**src/rtl/dio_pkg.sv**
```systemverilog
package dio_pkg;

  localparam int unsigned PORT_W    = 8;
  localparam int unsigned NUM_PORTS = 4;
  localparam int unsigned BUS_W     = 8;

  typedef logic [BUS_W-1:0] bus_byte_t;

  // Register addresses
  localparam bus_byte_t A_IDENT  = 8'h00;
  localparam bus_byte_t A_PORT0  = 8'h80;
  localparam bus_byte_t A_PORT1  = 8'h81;
  localparam bus_byte_t A_DIRBUF = 8'h82;
  localparam bus_byte_t A_CTL_LO = 8'h83;
  localparam bus_byte_t A_PORT2  = 8'hC0;
  localparam bus_byte_t A_PORT3  = 8'hC1;
  localparam bus_byte_t A_CTL_HI = 8'hC3;

  // Control register fields
  localparam int unsigned CTL_COMMIT_BIT = 7;
  localparam int unsigned CTL_EVEN_BIT   = 4;
  localparam int unsigned CTL_ODD_BIT    = 1;

  localparam logic [4:0] IDENT_WITH_IO = 5'h1D;
  localparam logic [4:0] IDENT_NO_IO   = 5'h1B;

  localparam bus_byte_t DIRBUF_RESET = 8'h33;

  function automatic bus_byte_t port_addr(input int unsigned p);
    case (p)
      0:       port_addr = A_PORT0;
      1:       port_addr = A_PORT1;
      2:       port_addr = A_PORT2;
      default: port_addr = A_PORT3;
    endcase
  endfunction

  function automatic int unsigned out_bit_pos(input int unsigned p);
    out_bit_pos = (p < 2) ? (2 + p) : (6 + (p - 2));
  endfunction

  function automatic int unsigned bufoff_bit_pos(input int unsigned p);
    bufoff_bit_pos = (p < 2) ? p : (4 + (p - 2));
  endfunction

endpackage

```
**src/rtl/dio_cfg_regs.sv**
```systemverilog
module dio_cfg_regs
  import dio_pkg::*;
(
  input  logic                 clk,
  input  logic                 rst_n,
  input  logic                 wr_en,
  input  bus_byte_t            wr_addr,
  input  bus_byte_t            wr_data,
  output bus_byte_t            dirbuf_q,
  output logic [NUM_PORTS-1:0] in_flag_q
);

  localparam int unsigned NUM_PAIRS = NUM_PORTS / 2;

  always_ff @(posedge clk or negedge rst_n) begin
    if (!rst_n) dirbuf_q <= DIRBUF_RESET;
    else if (wr_en && wr_addr == A_DIRBUF) dirbuf_q <= wr_data;
  end

  for (genvar g = 0; g < NUM_PAIRS; g++) begin : g_pair
    localparam bus_byte_t PAIR_ADDR = (g == 0) ? A_CTL_LO : A_CTL_HI;
    logic commit;
    assign commit = wr_en && wr_addr == PAIR_ADDR && wr_data[CTL_COMMIT_BIT];

    always_ff @(posedge clk or negedge rst_n) begin
      if (!rst_n) begin
        in_flag_q[2*g]   <= 1'b1;
        in_flag_q[2*g+1] <= 1'b1;
      end else if (commit) begin
        in_flag_q[2*g]   <= wr_data[CTL_EVEN_BIT];
        in_flag_q[2*g+1] <= wr_data[CTL_ODD_BIT];
      end
    end


    ignore_uncommitted_chk: assert property (@(posedge clk) disable iff (!rst_n)
      (wr_en && wr_addr == PAIR_ADDR && !wr_data[CTL_COMMIT_BIT])
        |=> $stable(in_flag_q[2*g+1:2*g]));


    commit_load_chk: assert property (@(posedge clk) disable iff (!rst_n)
      (wr_en && wr_addr == PAIR_ADDR && wr_data[CTL_COMMIT_BIT])
        |=> (in_flag_q[2*g] == $past(wr_data[CTL_EVEN_BIT]) &&
             in_flag_q[2*g+1] == $past(wr_data[CTL_ODD_BIT])));
  end


  dirbuf_load_chk: assert property (@(posedge clk) disable iff (!rst_n)
    (wr_en && wr_addr == A_DIRBUF) |=> dirbuf_q == $past(wr_data));

endmodule

```
**src/rtl/dio_port_slice.sv**
```systemverilog
module dio_port_slice
  import dio_pkg::*;
#(
  parameter int unsigned PORT_IDX    = 0,
  parameter int unsigned SYNC_STAGES = 2
) (
  input  logic              clk,
  input  logic              rst_n,
  input  logic              wr_en,
  input  bus_byte_t         wr_addr,
  input  bus_byte_t         wr_data,
  input  logic              out_sel,
  input  logic              buf_off,
  input  logic              in_flag,
  input  logic [PORT_W-1:0] pin_lvl,
  output logic [PORT_W-1:0] latch_q,
  output logic [PORT_W-1:0] oe,
  output logic [PORT_W-1:0] pin_sync
);

  localparam bus_byte_t MY_ADDR = port_addr(PORT_IDX);

  logic drive;
  assign drive = out_sel & ~buf_off & ~in_flag;
  assign oe    = {PORT_W{drive}};

  always_ff @(posedge clk or negedge rst_n) begin
    if (!rst_n) latch_q <= '0;
    else if (wr_en && wr_addr == MY_ADDR) latch_q <= wr_data;
  end

  logic [SYNC_STAGES-1:0][PORT_W-1:0] sync_q;

  always_ff @(posedge clk or negedge rst_n) begin
    if (!rst_n) sync_q <= '0;
    else begin
      sync_q[0] <= pin_lvl;
      for (int s = 1; s < SYNC_STAGES; s++) sync_q[s] <= sync_q[s-1];
    end
  end

  assign pin_sync = sync_q[SYNC_STAGES-1];


  latch_load_chk: assert property (@(posedge clk) disable iff (!rst_n)
    (wr_en && wr_addr == MY_ADDR) |=> latch_q == $past(wr_data));


  latch_hold_chk: assert property (@(posedge clk) disable iff (!rst_n)
    !(wr_en && wr_addr == MY_ADDR) |=> $stable(latch_q));


  oe_uniform_chk: assert property (@(posedge clk) disable iff (!rst_n)
    (oe == '0) || (oe == '1));

endmodule

```
**src/rtl/dio_read_mux.sv**
```systemverilog
module dio_read_mux
  import dio_pkg::*;
(
  input  logic                        clk,
  input  logic                        rst_n,
  input  logic                        rd_en,
  input  bus_byte_t                   rd_addr,
  input  bus_byte_t                   ident,
  input  bus_byte_t                   dirbuf,
  input  logic [NUM_PORTS-1:0]        in_flag,
  input  logic [NUM_PORTS*PORT_W-1:0] pins,
  output bus_byte_t                   rdata
);

  function automatic bus_byte_t ctl_view(input logic even_f, input logic odd_f);
    bus_byte_t v;
    v = '0;
    v[CTL_EVEN_BIT] = even_f;
    v[CTL_ODD_BIT]  = odd_f;
    return v;
  endfunction

  bus_byte_t sel;

  always_comb begin
    sel = '0;
    case (rd_addr)
      A_IDENT:  sel = ident;
      A_DIRBUF: sel = dirbuf;
      A_CTL_LO: sel = ctl_view(in_flag[0], in_flag[1]);
      A_CTL_HI: sel = ctl_view(in_flag[2], in_flag[3]);
      A_PORT0:  sel = pins[0*PORT_W +: PORT_W];
      A_PORT1:  sel = pins[1*PORT_W +: PORT_W];
      A_PORT2:  sel = pins[2*PORT_W +: PORT_W];
      A_PORT3:  sel = pins[3*PORT_W +: PORT_W];
      default:  sel = '0;
    endcase
  end

  always_ff @(posedge clk or negedge rst_n) begin
    if (!rst_n) rdata <= '0;
    else if (rd_en) rdata <= sel;
  end


  rdata_hold_chk: assert property (@(posedge clk) disable iff (!rst_n)
    !rd_en |=> $stable(rdata));


  ident_read_chk: assert property (@(posedge clk) disable iff (!rst_n)
    (rd_en && rd_addr == A_IDENT) |=> rdata == $past(ident));

endmodule

```
**src/rtl/dio_byte_ctrl.sv**
```systemverilog
module dio_byte_ctrl
  import dio_pkg::*;
#(
  parameter bit          HAS_IO      = 1'b1,
  parameter int unsigned SYNC_STAGES = 2
) (
  input  logic                        clk,
  input  logic                        rst_n,
  input  logic [7:0]                  bus_addr,
  input  logic [7:0]                  bus_wdata,
  input  logic                        bus_wr,
  input  logic                        bus_rd,
  output logic [7:0]                  bus_rdata,
  input  logic [2:0]                  slot_empty,
  input  logic [NUM_PORTS*PORT_W-1:0] pad_in,
  output logic [NUM_PORTS*PORT_W-1:0] pad_out,
  output logic [NUM_PORTS*PORT_W-1:0] pad_oe
);

  localparam logic [4:0] IDENT_LOW = HAS_IO ? IDENT_WITH_IO : IDENT_NO_IO;

  bus_byte_t                   ident;
  bus_byte_t                   dirbuf;
  logic [NUM_PORTS-1:0]        in_flag;
  logic [NUM_PORTS*PORT_W-1:0] pins_sync;

  assign ident = {slot_empty[0], slot_empty[1], slot_empty[2], IDENT_LOW};

  if (HAS_IO) begin : g_io
    dio_cfg_regs u_cfg (
      .clk       (clk),
      .rst_n     (rst_n),
      .wr_en     (bus_wr),
      .wr_addr   (bus_addr),
      .wr_data   (bus_wdata),
      .dirbuf_q  (dirbuf),
      .in_flag_q (in_flag)
    );

    for (genvar p = 0; p < NUM_PORTS; p++) begin : g_port
      dio_port_slice #(
        .PORT_IDX    (p),
        .SYNC_STAGES (SYNC_STAGES)
      ) u_slice (
        .clk      (clk),
        .rst_n    (rst_n),
        .wr_en    (bus_wr),
        .wr_addr  (bus_addr),
        .wr_data  (bus_wdata),
        .out_sel  (dirbuf[out_bit_pos(p)]),
        .buf_off  (dirbuf[bufoff_bit_pos(p)]),
        .in_flag  (in_flag[p]),
        .pin_lvl  (pad_in[p*PORT_W +: PORT_W]),
        .latch_q  (pad_out[p*PORT_W +: PORT_W]),
        .oe       (pad_oe[p*PORT_W +: PORT_W]),
        .pin_sync (pins_sync[p*PORT_W +: PORT_W])
      );
    end
  end else begin : g_no_io
    assign dirbuf    = '0;
    assign in_flag   = '0;
    assign pins_sync = '0;
    assign pad_out   = '0;
    assign pad_oe    = '0;
  end

  dio_read_mux u_rd (
    .clk     (clk),
    .rst_n   (rst_n),
    .rd_en   (bus_rd),
    .rd_addr (bus_addr),
    .ident   (ident),
    .dirbuf  (dirbuf),
    .in_flag (in_flag),
    .pins    (pins_sync),
    .rdata   (bus_rdata)
  );


  uncommitted_oe_chk: assert property (@(posedge clk) disable iff (!rst_n)
    (bus_wr && (bus_addr == A_CTL_LO || bus_addr == A_CTL_HI) &&
     !bus_wdata[CTL_COMMIT_BIT]) |=> $stable(pad_oe));


  unmapped_write_chk: assert property (@(posedge clk) disable iff (!rst_n)
    (bus_wr && bus_addr[6]  == 1'b1 && bus_addr[7] == 1'b0)
      |=> ($stable(pad_oe) && $stable(pad_out)));

endmodule

```
**config.mk**
```make
export PLATFORM = sky130hd
export DESIGN_NAME = dio_byte_ctrl
export DESIGN_NICKNAME = d
export VERILOG_FILES = /design/src/rtl/dio_pkg.sv /design/src/rtl/dio_cfg_regs.sv /design/src/rtl/dio_port_slice.sv /design/src/rtl/dio_read_mux.sv /design/src/rtl/dio_byte_ctrl.sv
export SDC_FILE = /design/constraint.sdc
export NUM_CORES = 1
export LEC_CHECK = 0
export BUFFER_PORTS_ARGS = -buffer_cell sky130_fd_sc_hd__buf_2
export CORE_MARGIN = 4
export CORE_UTILIZATION = 47
export DETAILED_ROUTE_END_ITERATION = 10
export GPL_ROUTABILITY_DRIVEN = 0
export MAX_ROUTING_LAYER = met4
export PLACE_DENSITY = 0.76
export SLEW_MARGIN = 20
export SYNTH_ARGS = -nofsm -noshare
export SYNTH_HDL_FRONTEND = slang
export SYNTH_SLANG_ARGS = --single-unit
```
**constraint.sdc**
```tcl
create_clock -name clk -period 1.15 [get_ports clk]
set_input_delay 0.115 -clock clk [delete_from_list [all_inputs] [get_ports clk]]
set_output_delay 0.115 -clock clk [all_outputs]
set_load 0.02 [all_outputs]
```
## Word level (Yosys, flattened, before mapping)

Cells that the tools add are included.

| cells by class | value |
|---|---|
| bitwise logic cells | 16 |
| equality and inequality tests | 7 |
| reductions and logical operators | 10 |
| muxes and demuxes | 1 |

Operators with widths:

| kind | number |
|---|---|
| $pmux W8 S8 | 1 |
| $eq A8 B8 Y1 const B | 7 |
| $logic_and A1 B1 Y1 | 9 |
| $and A1 B1 Y1 | 8 |
| $logic_not A8 Y1 | 1 |
| $not A1 Y1 | 8 |

| storage, ports and cells | value |
|---|---|
| flip-flop bits (word level) | 116 |
| output and inout bits | 72 |

## Logic depth before layout (Yosys ltp)

| logic depth | value |
|---|---|
| word-level depth | 3 |
| gate-level depth with buffers | 6 |
| depth with buffers taken out | 4 |

## Hierarchy

From an unflattened synthesis, not the netlist that was laid out.

| second synthesis, totals | value |
|---|---|
| cells, all modules | 343 |
| area, all modules | 4885.9 um^2 |

Modules (own cells, without submodules):

| module | instances | seq. area each (um^2) | area each (um^2) | cells each |
|---|---|---|---|---|
| dio_read_mux | 1 | 200.2 | 928.4 | 102 |
| dio_port_slice (g_io.g_port[3].u_slice) | 1 | 600.6 | 870.8 | 52 |
| dio_port_slice (g_io.g_port[2].u_slice) | 1 | 600.6 | 868.3 | 52 |
| dio_port_slice (g_io.g_port[1].u_slice) | 1 | 600.6 | 850.8 | 52 |
| dio_port_slice (g_io.g_port[0].u_slice) | 1 | 600.6 | 848.3 | 52 |
| dio_cfg_regs | 1 | 310.3 | 511.7 | 31 |
| dio_byte_ctrl | 1 | 0.0 | 7.5 | 2 |

## Least setup slack after synthesis

OpenSTA, ideal clock, no wires.

| path | value |
|---|---|
| path kind | input-to-reg |
| start | input port bus_addr[6] |
| end | register g_io.g_port[0].u_slice.latch_q[0] |
| library setup time | 0.128 ns |
| arrival | 1.639 ns |
| setup slack | -0.617 ns |
| cell stages on the path | 6 |
| required time | 1.022 ns |
| path buffers | 2 |
| cell sequence | buf_6 -> or4b_1 -> buf_2 -> nor3b_4 -> nand2_2 -> mux2_1 |

| on the way | value |
|---|---|
| cells in the longest elaborated chain, start to end | 2 |

RTL lines:

| what | line | source |
|---|---|---|
| from (decl) | dio_byte_ctrl.sv:9 | `input logic [7:0] bus_addr,` |
| $eq A8 B8 Y1 | dio_port_slice.sv:29 | `else if (wr_en && wr_addr == MY_ADDR) latch_q <= wr_data;` |
| $logic_and A1 B1 Y1 | dio_port_slice.sv:29 |  |
| to (signal assigned) | dio_port_slice.sv:29 |  |
| to (decl) | dio_port_slice.sv:16 | `output logic [PORT_W-1:0] latch_q,` |

No other way between the ends.
A chain may end at the register's enable or synchronous reset.

## Worst setup path after layout

| path | value |
|---|---|
| start | register g_io.u_cfg.dirbuf_q[3] |
| end | output port pad_oe[11] |

| on the way | value |
|---|---|
| cells in the longest elaborated chain, start to end | 2 |

RTL lines:

| what | line | source |
|---|---|---|
| from (decl) | dio_cfg_regs.sv:9 | `output bus_byte_t dirbuf_q,` |
| from (signal assigned) | dio_cfg_regs.sv:17 | `else if (wr_en && wr_addr == A_DIRBUF) dirbuf_q <= wr_data;` |
| $and A1 B1 Y1 (2 in a row) | dio_port_slice.sv:24 | `assign drive = out_sel & ~buf_off & ~in_flag;` |
| to (decl) | dio_byte_ctrl.sv:17 | `output logic [NUM_PORTS*PORT_W-1:0] pad_oe` |

No other way between the ends.

==> summary.md <==
| Metric | Value |
|---|---|
| Sequential share of power | 39.8% |
| #FFs+latches synth | 116 |
| Logic pwr share | 12.5% |
| Largest net degree at the start of global routing | 27 |
| Largest cells by area after synthesis | dfrtp_1, mux2_2, buf_4 |
| Commonest non-fill, non-tap cell in the layout | dfrtp_1 |
| Setup slack after placement | -0.678 ns |
| Worst Path Required | 1.03 ns |
| Placed cells | 570 |
| P_leak | 3.58 nW |
| RSZ-0062 raised after global routing | true |
| Arr. time, crit path | 1.53 ns |
| Maximum VDD drop | 0.000945 V |
| Final min period | 1.64 ns |
| Via-per-instance ratio | 5.49 |
| Synth unique cells | 47 |
| First-pass GRT wire length | 21900 µm |
| Slew Viols, Final | 0 |
| Pwr dens | 1460 mW/mm² |
| Starting density of the core | 48.4% |
| Psw | 2.76 mW |
| # setup viols final | 112 |
| Vias | 3745 |
| Port bufs | 126 |
| Critical Path Fanout Max | 8 |
| Min-Delay Startpoint | slot_empty[1] |
| Fin worst setup slack | -0.493 ns |
| Post-Route Setup TNS | -19.30 ns |
| GR Overflow Total | 0 |
| Inserted Diodes | 0 |
| Final worst clock skew | 0.00740 ns |
| CTS buffer count | 17 |
| Clock-pin slew on the worst setup and hold paths | 0.06 ns |
| Remaining routing DRC violations | 0 |
| Synth warn | 0 |
| Total routed wirelength | 16200 µm |
| Layout cell share with drive strength beyond 1 | 59.1% |
| Post-Syn Nets | 371 |
| H-Tree Level Count | 4 |
| Post-Syn Area | 0.00449 mm² |
| Outcome | finished, violations left |
| Core Footprint | 0.00928 mm² |
| Routed wire per std cell | 23.8 µm |
| Critical R2R Capture | u_rd.rdata[1] |
| Synth-to-Final Area Change | 67.9% |
| Total global-route track usage | 27.2% |
| Mapped Avg Cell Area | 14.2 µm² |
| CP startpoint kind | flip-flop |
| Worst-skew pair later-pin latency | 0.54 ns |
| Worst path max stage delay | 0.39 ns |
| Rel. slew slack | 73.1% |
| CTS tree | yes |
| Antenna violations before repair | 0 |
| Post-synth top area cell | dfrtp_1 |
| CP Capture Type | output pin |
| Hold depth | 4 |
| Layout Cells excl Fill | 682 |
| Peak Freq | 609 MHz |
| Final-report hold violation count | 0 |
| Clock root cell | clkbuf_8 |
| Die ar. | 0.0112 mm² |
| Sw frac | 25.1% |
| Pint | 8.25 mW |
| Clock group share of total power | 47.7% |
| CP max stage cell | dfrtp_1 |
| 1st-pass router iterations | 6 |
| FP Rows | 35 |
| Dpl hpwl | 7420 µm |
| Worst-margin pin slew | 0.403 ns |
| Die Height | 106 µm |
| NumNets Final | 595 |
| CTS Sinks | 116 |
| Critical path class | flip-flop to output pin |
| Max-Cap Viols | 0 |
| Die X | 106 µm |
| DRT antenna net count | 0 |
| Crit Reg-Reg Startpoint | g_io.u_cfg.in_flag_q[1] |
| Hold endpoint | u_rd.rdata[6] |
| Vias in the first global route | 3824 |
| Type of the most critical hold path | input pin to flip-flop |
| Final cycle utilization of the critical path | 143% |
| Commonest non-fill, non-tap cells in the layout | dfrtp_1, buf_6, buf_4, buf_2, dlygate4sd3_1 |
| Mapped Cells | 316 |
| Crit-path cells | nor3b_4 -> buf_12 -> buf_8 |
| Post-route design area | 0.00755 mm² |
| Post-synth top area share | 60.1% |
| Reg2Reg Setup Slack | -0.28 ns |
| Failing checks | negative setup slack |
| I/O pins | 127 |
| Longest Clk Path Bufs | 2 |
| Initial DRC count | 323 |
| Reg2reg path depth | 6 |
| Post-Place Cell Area | 0.00551 mm² |
| Sequential-to-total area share from yosys stat | 64.8% |
## worst max-delay path by stage
stage | start | slack [ns] | to | cells past startpoint
5_1_grt | g_io.u_cfg.in_flag_q[2] | -0.52 | pad_oe[23] | 4
4_1_cts | g_io.u_cfg.dirbuf_q[4] | -0.47 | pad_oe[22] | 4
3_5_place_dp | bus_addr[4] | -0.68 | g_io.u_cfg.dirbuf_q[2] | 5
6_report | g_io.u_cfg.dirbuf_q[3] | -0.49 | pad_oe[11] | 3
3_3_place_gp | bus_addr[4] | -0.65 | g_io.g_port[1].u_slice.latch_q[5] | 6
2_1_floorplan | bus_addr[6] | -0.57 | g_io.u_cfg.dirbuf_q[2] | 6
## kinds of logic (layout without fill, tap and decap cells)
family	count (synthesis)	count (layout)	synth area share, %
buffers and inverters	50	287	7.04
AOI/OAI and AO/OA	37	37	6.24
DFF	116	116	64.8
and+or+nand+nor	60	60	8.55
muxes	53	53	13.4
## power by group through the flow
stage | sequential, mW | combinational, mW | clock [mW]
2_1_floorplan | 4.47 | 0.402 | 0
3_3_place_gp | 4.41 | 0.848 | 0
3_5_place_dp | 4.42 | 0.864 | 0
4_1_cts | 4.37 | 1.23 | 5.18
5_1_grt | 4.40 | 1.43 | 5.45
6_report | 4.39 | 1.37 | 5.25
## final cells by class
| cell class | count | area (µm²) |
|---|---|---|
| Clock buffer | 21 | 459 |
| Clock inverter | 11 | 128 |
| Fill cell | 441 | 1740 |
| Inverter | 7 | 26.3 |
| Multi-Input combinational cell | 150 | 1540 |
| Sequential cell | 116 | 2910 |
| Tap cell | 129 | 161 |
| Timing Repair Buffer | 248 | 2310 |
## per-layer routing
metal | vias to the layer above | track usage (%) | wire length (µm)
met4 | 0 | 13.8 | 800
met1 | 1869 | 30.5 | 5960
li1 | 1547 | - | -
met2 | 256 | 45.0 | 8130
met3 | 73 | 7.16 | 1330
met5 | - | - | 0
## worst max-delay path: cells and delay by family (launching register included)
family,cells,cell delay (ns)
buffers and inverters,2,0.31
AND/OR/NAND/NOR,1,0.29
flip-flops,1,0.39
## per-stage QoR
step | hold WS [ns] | util, % | total power, mW
finish | 0.0362 | 81.3 | 11.0
global route | 0.0812 | 81.3 | 11.3
CTS | 0.0303 | 78.7 | 10.8
detailed placement | 0.0605 | 59.3 | 5.29
global placement | 0.0569 | 59.3 | 5.26
floorplan | -0.181 | - | 4.88
## synth_stat cells (all sizes together)
cell and instances:
or2 2, a22oi 1, inv 7, o31ai 2, clkbuf 9, o21a 1
or3 4, o2bb2ai 3, and4 1, o21ai 2, mux4 1, a22o 4
nor3 4, nand2b 1, mux2i 6, o221ai 4, nand3b 4, nand4 1
dfstp 8, a21oi 7, dfrtp 108, nand3 11, a211o 3, nor2 7
and3 4, a31oi 1, buf 34, or3b 4, a221oi 2, mux2 46
nor3b 5, o21ba 1, a32oi 2, a21boi 1, nand2 8, o22ai 1
or4b 1, nor2b 3, o2111ai 2
## sequential cells by signal, summed over array words and instances (netlist names)
name                          count
g_io.g_port.u_slice.latch_q      32
g_io.g_port.u_slice.pin_sync     32
u_rd.rdata                        8
g_io.g_port.u_slice.sync_q       32
g_io.u_cfg.dirbuf_q               8
g_io.u_cfg.in_flag_q              4
## timing repair
action	4_1_cts	5_1_grt
gates resized for setup	181	26
endpoints found under the setup margin	102	105
hold buffers	44	0
pin swaps	15	15
setup buffers	24	17
hold endpoints to repair	192	0
No activity file was read; power rests on OpenSTA's default activity.
